File: src/rtl/burst_addr_seq.sv
module burst_addr_seq #(
  parameter int AW = 16
) (
  input  logic          clk,
  input  logic          rst,
  input  logic [AW-1:0] addr_in,
  input  logic          proc_stb_n,
  input  logic          ctrl_stb_n,
  input  logic          adv_n,
  input  logic          en1_n,
  input  logic          en2,
  input  logic          en3_n,
  input  logic          mode_il,
  output logic [AW-1:0] word_addr
);

  localparam int LOW = 2;

  logic [LOW-1:0] start_q;
  logic [LOW-1:0] beat_q;

  wire selected    = ~en1_n & en2 & ~en3_n;
  wire proc_seen   = ~proc_stb_n & ~en1_n;
  wire strobe_seen = proc_seen | ~ctrl_stb_n;
  wire do_load     = strobe_seen & selected;
  wire do_step     = ~strobe_seen & ~adv_n;

  wire [LOW-1:0] beat_nx = beat_q + LOW'(1);
  wire [LOW-1:0] low_nx  = mode_il ? (start_q ^ beat_nx) : (start_q + beat_nx);

  always_ff @(posedge clk) begin
    if (rst) begin
      start_q   <= '0;
      beat_q    <= '0;
      word_addr <= '0;
    end else if (do_load) begin
      start_q   <= addr_in[LOW-1:0];
      beat_q    <= '0;
      word_addr <= addr_in;
    end else if (do_step) begin
      beat_q             <= beat_nx;
      word_addr[LOW-1:0] <= low_nx;
    end
  end

  AST_LOAD_CAPTURE: assert property (@(posedge clk) disable iff (rst)
    do_load |=> word_addr == $past(addr_in));

  AST_DESELECT_FREEZE: assert property (@(posedge clk) disable iff (rst)
    (strobe_seen && !selected) |=> $stable(word_addr));

  AST_IDLE_HOLD: assert property (@(posedge clk) disable iff (rst)
    (proc_stb_n && ctrl_stb_n && adv_n) |=> $stable(word_addr));

  AST_UPPER_STEADY: assert property (@(posedge clk) disable iff (rst)
    do_step |=> word_addr[AW-1:LOW] == $past(word_addr[AW-1:LOW]));

  AST_IL_FLIP: assert property (@(posedge clk) disable iff (rst)
    (do_step && mode_il) |=> word_addr[0] != $past(word_addr[0]));

  AST_LIN_INC: assert property (@(posedge clk) disable iff (rst)
    (do_step && !mode_il) |=> word_addr[LOW-1:0] == LOW'($past(word_addr[LOW-1:0]) + LOW'(1)));

endmodule

File: config.mk
export PLATFORM = sky130hd
export DESIGN_NAME = burst_addr_seq
export DESIGN_NICKNAME = d
export VERILOG_FILES = /design/src/rtl/burst_addr_seq.sv
export SDC_FILE = /design/constraint.sdc
export NUM_CORES = 1
export LEC_CHECK = 0
export ABC_AREA = 0
export BUFFER_PORTS_ARGS = -buffer_cell sky130_fd_sc_hd__buf_2
export CAP_MARGIN = 25
export CORE_MARGIN = 5
export CORE_UTILIZATION = 30
export CTS_BUF_LIST = sky130_fd_sc_hd__clkbuf_2 sky130_fd_sc_hd__clkbuf_4 sky130_fd_sc_hd__clkbuf_8
export DETAILED_ROUTE_END_ITERATION = 12
export GPL_ROUTABILITY_DRIVEN = 0
export GPL_TIMING_DRIVEN = 0
export RECOVER_POWER = 25
export SKIP_CTS_REPAIR_TIMING = 1
export SYNTH_ARGS = -nofsm -noshare
export SYNTH_HDL_FRONTEND = slang
export SYNTH_SLANG_ARGS = --single-unit
File: constraint.sdc
create_clock -name clk -period 2.75 [get_ports clk]
set_clock_uncertainty 0.15 [all_clocks]
set_input_delay 0.4125 -clock clk [delete_from_list [all_inputs] [get_ports clk]]
set_output_delay 0.4125 -clock clk [all_outputs]
set_load 0.01 [all_outputs]
-- Yosys cells after proc, flatten, opt, wreduce, memory -nomap -nowiden
Index checks and enable logic that the tools add are counted.
- bits in registers: 20
- $add $sub $neg: 2
- muxes and demuxes: 3
- bitwise operators: 13
- reduce and logical (&&, ||, !) cells: 2
- operator list (kind ; count):
    2-bit 2-to-1 mux ; 3
    1-bit inverter ; 6
    1-bit AND ; 5
    2-bit by 1-bit adder with 2-bit output (second input constant) ; 1
    2-bit adder ; 1
    2-bit nonzero test ; 1
    2-bit OR reduction ; 1
    2-bit bitwise XOR ; 1
    1-bit OR ; 1

-- Logic depth before layout (Yosys ltp)
Gate-level depths: netlist of the first run.
- depth after elaboration: 7
- depth in mapped cells: 6
- mapped depth without buffers: 6

-- Least setup slack after synthesis of the first run
Ideal clock, no wire load.
- path type: input-to-reg
- from: in en1_n
- to: reg word_addr[10]
- arrival: 1.083 ns
- required time: 2.534 ns
- path slack: 1.451 ns
- stages: 6
- cells stage by stage: nor2_2 and3_1 buf_6 buf_12 nand2_1 a21oi_2
- longest elaborated chain between the ends: 4
- elaborated cells between the ends (all ways): 6
- those cells by class: bitwise: 6
- RTL lines (element ; line ; source):
    from (decl) ; 10 ; input logic en1_n,
    1-bit inverter (*) ; 22, 23 ;
    1-bit AND, on equally long branches ; 23, 22 ;
    1-bit OR / 1-bit AND (equally long branches) ; 24, 22 ;
    1-bit AND (*) ; 25 ; wire do_load = strobe_seen & selected;
    to (signal assigned) ; 39 ; word_addr <= addr_in;
    to (signal, indexed assignment) ; 42 ; word_addr[LOW-1:0] <= low_nx;
    to (decl) ; 14 ; output logic [AW-1:0] word_addr
Mark *: on every way between the ends. The rest lies on a longest branch, timed or not.
A chain may end at the register's enable or synchronous reset.

-- Final worst setup path of the first run
- from: in en1_n
- to: reg word_addr[3]
The elaborated chain is that of the path after synthesis.

==> impl_metrics.json, run 1 <==
{
  "status": "finished clean",
  "hold_ws_ns": 0.188,
  "avgSynthCellArea_sq_um": 8.98,
  "ctsLongestPathBuffers": 2,
  "wl_per_cell_um": 12.1,
  "synth_top_area_cell": "dfxtp_1",
  "multiInputGateArea_sq_um": 405,
  "clk_latency_ns": 0.30,
  "core_sq_um": 2760,
  "fmax_mhz": 544,
  "ys_seq_area_frac": 0.464,
  "min_period_ns": 1.84,
  "syn-cell-area_sq_um": 862,
  "drc": 0,
  "netlist_instances": 96,
  "min_period_over_period": 0.669,
  "cts_tree": "yes",
  "final_layout_size_suffix_gt1_frac": 0.414,
  "num_antenna_cells": 0,
  "start_util": 0.313,
  "p_leak_nw": 0.478,
  "synth_area_leaders": "dfxtp_1 46%, nand2_1 14%, a21oi_2 8.1%, a21oi_1 4.6%, xnor2_1 3.0%",
  "synth-seq-cells": 20,
  "pin_count": 41,
  "worstPathArrival_ns": 1.93,
  "hold_violations": 0,
  "antenna_left": 0,
  "finalSetupTns_ns": 0,
  "cts.clk_slew.worst_paths_ns": 0.11,
  "portBuffers": 40,
  "grt_pass1_vias": 785,
  "drt-initial-drc-count": 23,
  "yosysTopAreaCellShare": 0.464,
  "drv_slew": 0,
  "numCtsBuffers": 3,
  "synth_nets": 122,
  "cts.sinks": 20,
  "fp.dieArea_sq_um": 4050,
  "worstMarginPinSlew_ns": 0.482,
  "grt_pass1_wl_um": 3360,
  "critPathCaptureType": "register",
  "final_cell_mix": "42 x buf_2, 33 x nand2_1, 20 x dfxtp_1",
  "hpwl_um": 1630,
  "path_max_fanout": 10,
  "critical_path_class": "in2reg",
  "power_density_nw_per_um2": 492,
  "final_area_sq_um": 1110,
  "nets": 167,
  "die_w_um": 63.6,
  "required_ns": 2.84,
  "grt_setup_unrepaired": "no",
  "place_area_sq_um": 1100,
  "firstDrtPassIters": 4,
  "slew_headroom": 0.679,
  "rows": 19,
  "antenna_found_initial": 0,
  "via_per_inst": 4.78,
  "vdd_ir_drop_max_mv": 0.279,
  "cts.htree.levels": 1,
  "ys_warn_count": 0,
  "via_count": 818,
  "grt.total_usage": 0.104,
  "grt-ovfl-total": 0,
  "synth.distinct_cells": 23,
  "setup_viol": 0,
  "die_h_um": 63.6,
  "hold_class": "in2reg",
  "maxCapViolCount": 0,
  "final_common_cell": "buf_2",
  "fillerInstances": 309,
  "grt_max_degree": 12,
  "start_kind": "input pin",
  "root_buffer": "clkbuf_4",
  "drt_wl_total_um": 2080,
  "ff_latch_area_sq_um": 400,
  "syn2layout_area_growth_pct": 28.7
}
[synthesized netlist by cell type (all sizes together)]
library cell / number
nand2: 33
dfxtp: 20
a21oi: 16
buf: 5
xnor2: 3
inv: 2
nand3: 2
nor3: 2
o2111ai: 2
xor2: 2
a31oi: 1
and3: 1
ha: 1
nand2b: 1
nand3b: 1
nand4b: 1
nor2: 1
o211ai: 1
o311ai: 1
[metal layers]
| layer | GRT usage | vias to the layer above | share of wire |
|---|---|---|---|
| li1 | - | 412 | - |
| met1 | 0.104 | 388 | 0.39 |
| met2 | 0.189 | 16 | 0.54 |
| met3 | 0.0284 | 2 | 0.050 |
| met4 | 0.0623 | 0 | 0.016 |
| met5 | 0 | - | 0 |
[through the flow]
| stage | instances | power (mW) | utilization | worst slack, ns |
|---|---|---|---|---|
| after CTS | 171 | 0.560 | 0.412 | 1.36 |
| after global routing | 171 | 0.574 | 0.402 | 0.723 |
| after global placement | 167 | 0.386 | 0.399 | 1.22 |
| after floorplan | 96 | 0.353 | - | 1.45 |
| final | 171 | 0.546 | 0.402 | 0.910 |
| after detailed placement | 167 | 0.389 | 0.399 | 1.18 |
[final timing paths]
path / startpoint / endpoint / slack, ns / cells past startpoint
max reg2reg: beat_q[0] / word_addr[1] / 1.38 / 6
min reg2reg: word_addr[12] / word_addr[12] / 0.31 / 2
min: addr_in[8] / word_addr[8] / 0.19 / 3
max: en1_n / word_addr[3] / 0.91 / 7
[worst max-delay path: stages]
cell and delay [ns]:
clkbuf_1 0.11, nor2_1 0.17, and3_1 0.17, clkbuf_1 0.38
clkbuf_1 0.41, nand2_1 0.12, a21oi_2 0.14
[layout make-up]
type,count,area share
well taps,31,0.0349
clock buffers,4,0.0327
multi-input cells,69,0.365
flip-flops and latches,20,0.361
plain buffers,5,0.0203
inverters,2,0.00676
repair buffers,40,0.179
[flip-flops by register name (all words and copies together), names as in the netlist]
register   flops
word_addr     16
beat_q         2
start_q        2
[cells by family (layout without fill, tap and decap cells)]
kind of cell / Yosys count / count (layout) / share of synthesized area
compound gates: 21 / 21 / 0.183
xor+xnor: 5 / 5 / 0.0508
fa+ha+maj: 1 / 1 / 0.0145
buf+inv: 7 / 51 / 0.0624
flops: 20 / 20 / 0.464
simple gates: 42 / 42 / 0.225
[where the power goes]
group	switching, mW	internal (mW)
registers	0.00511	0.300
clock network	0.0878	0.0807
logic	0.0397	0.0328
total	0.133	0.413
Note: power is estimated with default switching activity, not from simulation.
==> run 2: changes to the inputs <==
Clock period 2.75 ns to 1.7 ns, I/O delays scaled along.
==> run 2 against run 1 <==
Effect of this change: register-to-register slack got worse by 1.0 ns; combinational power rose by 66%; sequential cell count unchanged; count of clock-buffer cells in the layout did not move; die area did not move.
==> impl_metrics.json, run 2 (synthesized netlist as in run 1, its figures left out) <==
{
  "num_antenna_cells": 0,
  "antenna_left": 0,
  "final_layout_size_suffix_gt1_frac": 0.414,
  "p_leak_nw": 0.483,
  "cts.htree.levels": 1,
  "fillerInstances": 307,
  "final_common_cell": "buf_2",
  "hold_violations": 0,
  "root_buffer": "clkbuf_4",
  "cts.clk_slew.worst_paths_ns": 0.11,
  "power_density_nw_per_um2": 794,
  "firstDrtPassIters": 4,
  "core_sq_um": 2760,
  "die_h_um": 63.6,
  "p_total_mw": 0.891,
  "worstMarginPinSlew_ns": 0.551,
  "final_cell_mix": "42 x buf_2, 33 x nand2_1, 20 x dfxtp_1",
  "maxCapViolCount": 0,
  "critical_path_class": "in2reg",
  "drc": 0,
  "grtUsageMet3": 0.0284,
  "final_area_sq_um": 1120,
  "clk_latency_ns": 0.30,
  "grt_setup_unrepaired": "no",
  "path_max_fanout": 10,
  "status": "finished clean",
  "start_util": 0.313,
  "ctsLongestPathBuffers": 2,
  "met2_usage": 0.189,
  "pin_count": 41,
  "numCtsBuffers": 3,
  "multiInputGateArea_sq_um": 400,
  "slew_headroom": 0.633,
  "critPathCaptureType": "register",
  "nets": 167,
  "hpwl_um": 1630,
  "drt_wl_total_um": 2070,
  "finalSetupTns_ns": 0,
  "grt-ovfl-total": 0,
  "min_period_ns": 1.43,
  "setup_viol": 0,
  "largest_registers": "word_addr: 16 flops, beat_q: 2 flops, start_q: 2 flops",
  "via_count": 815,
  "die_w_um": 63.6,
  "wl_per_cell_um": 12.1,
  "portBuffers": 40,
  "largest_reg_flops": 16,
  "syn2layout_area_growth_pct": 30.0,
  "via_per_inst": 4.77,
  "worstPathArrival_ns": 1.52,
  "place_area_sq_um": 1100,
  "crit_buf_inv": 3,
  "vdd_ir_drop_max_mv": 0.452,
  "grt_pass1_wl_um": 3360,
  "antenna_found_initial": 0,
  "ff_latch_area_sq_um": 400,
  "grt_pass1_vias": 785,
  "required_ns": 1.79,
  "hold_ws_ns": 0.0268,
  "hold_class": "in2reg",
  "min_period_over_period": 0.838,
  "rows": 19,
  "drv_slew": 0,
  "cts.sinks": 20,
  "fp.dieArea_sq_um": 4050,
  "slowest_stage": "clkbuf_1",
  "cp_common_cell": "clkbuf_1",
  "critPathTopFamily": "buffers and inverters",
  "crit_path_max_incr_delay_ns": 0.43,
  "start_kind": "input pin",
  "top_usage_layer": "met2",
  "max_flop_register": "word_addr",
  "cts_tree": "yes",
  "drt-initial-drc-count": 29,
  "grt.total_usage": 0.104,
  "fmax_mhz": 702,
  "gr-usage-met1": 0.104,
  "grt_max_degree": 12,
  "path_cells": "clkbuf_1 > nor2_1 > and3_1 > clkbuf_1 > buf_12 > nand2_1 > a21oi_2"
}
## run 2: changes by cell type in the layout (fill, tap and decap cells not counted), sizes merged
cell / previous run / this run
buf: 42 / 43
clkbuf: 7 / 6
## run 2: final cells by class
class,count,share of cell area
flip-flops and latches,20,0.357
plain buffers,5,0.0346
repair buffers,40,0.177
multi-input cells,69,0.357
well taps,31,0.0346
clock buffers,4,0.0324
inverters,2,0.00670
## run 2: worst paths after layout
| check | from | end | slack, ns | cells after the start |
|---|---|---|---|---|
| setup reg to reg | beat_q[0] | word_addr[1] | 0.33 | 6 |
| hold reg to reg | word_addr[12] | word_addr[12] | 0.31 | 2 |
| hold / removal | addr_in[8] | word_addr[8] | 0.03 | 3 |
| setup / recovery | en1_n | word_addr[3] | 0.27 | 7 |
## run 2: power by group
| part | total, mW | switching, mW | internal (mW) |
|---|---|---|---|
| logic | 0.120 | 0.0642 | 0.0557 |
| clock network | 0.277 | 0.147 | 0.131 |
| registers | 0.493 | 0.00831 | 0.485 |
| total | 0.891 | 0.219 | 0.671 |
## run 2: stage by stage
| stage | setup WS (ns) | std cells | utilization |
|---|---|---|---|
| final | 0.275 | 171 | 0.407 |
| after detailed placement | 0.290 | 167 | 0.399 |
| after global placement | 0.328 | 167 | 0.399 |
| after global routing | 0.155 | 171 | 0.407 |
| after floorplan | 0.411 | 96 | - |
| after CTS | 0.309 | 171 | 0.412 |
## run 2: metal layers
metal  part of all wire  wire [um]  up-vias
li1                   -          -      410
met1               0.40        824      381
met2               0.52       1080       19
met3              0.053        110        5
met4              0.025         51        0
met5                  0          0        -
## run 2: worst register-to-register path, delay by kind of cell (launching register included)
family,cells,cell delay (ns)
flops,1,0.38
fa+ha+maj,1,0.18
simple gates,1,0.08
compound gates,1,0.20
buf+inv,1,0.08
xor+xnor,2,0.23
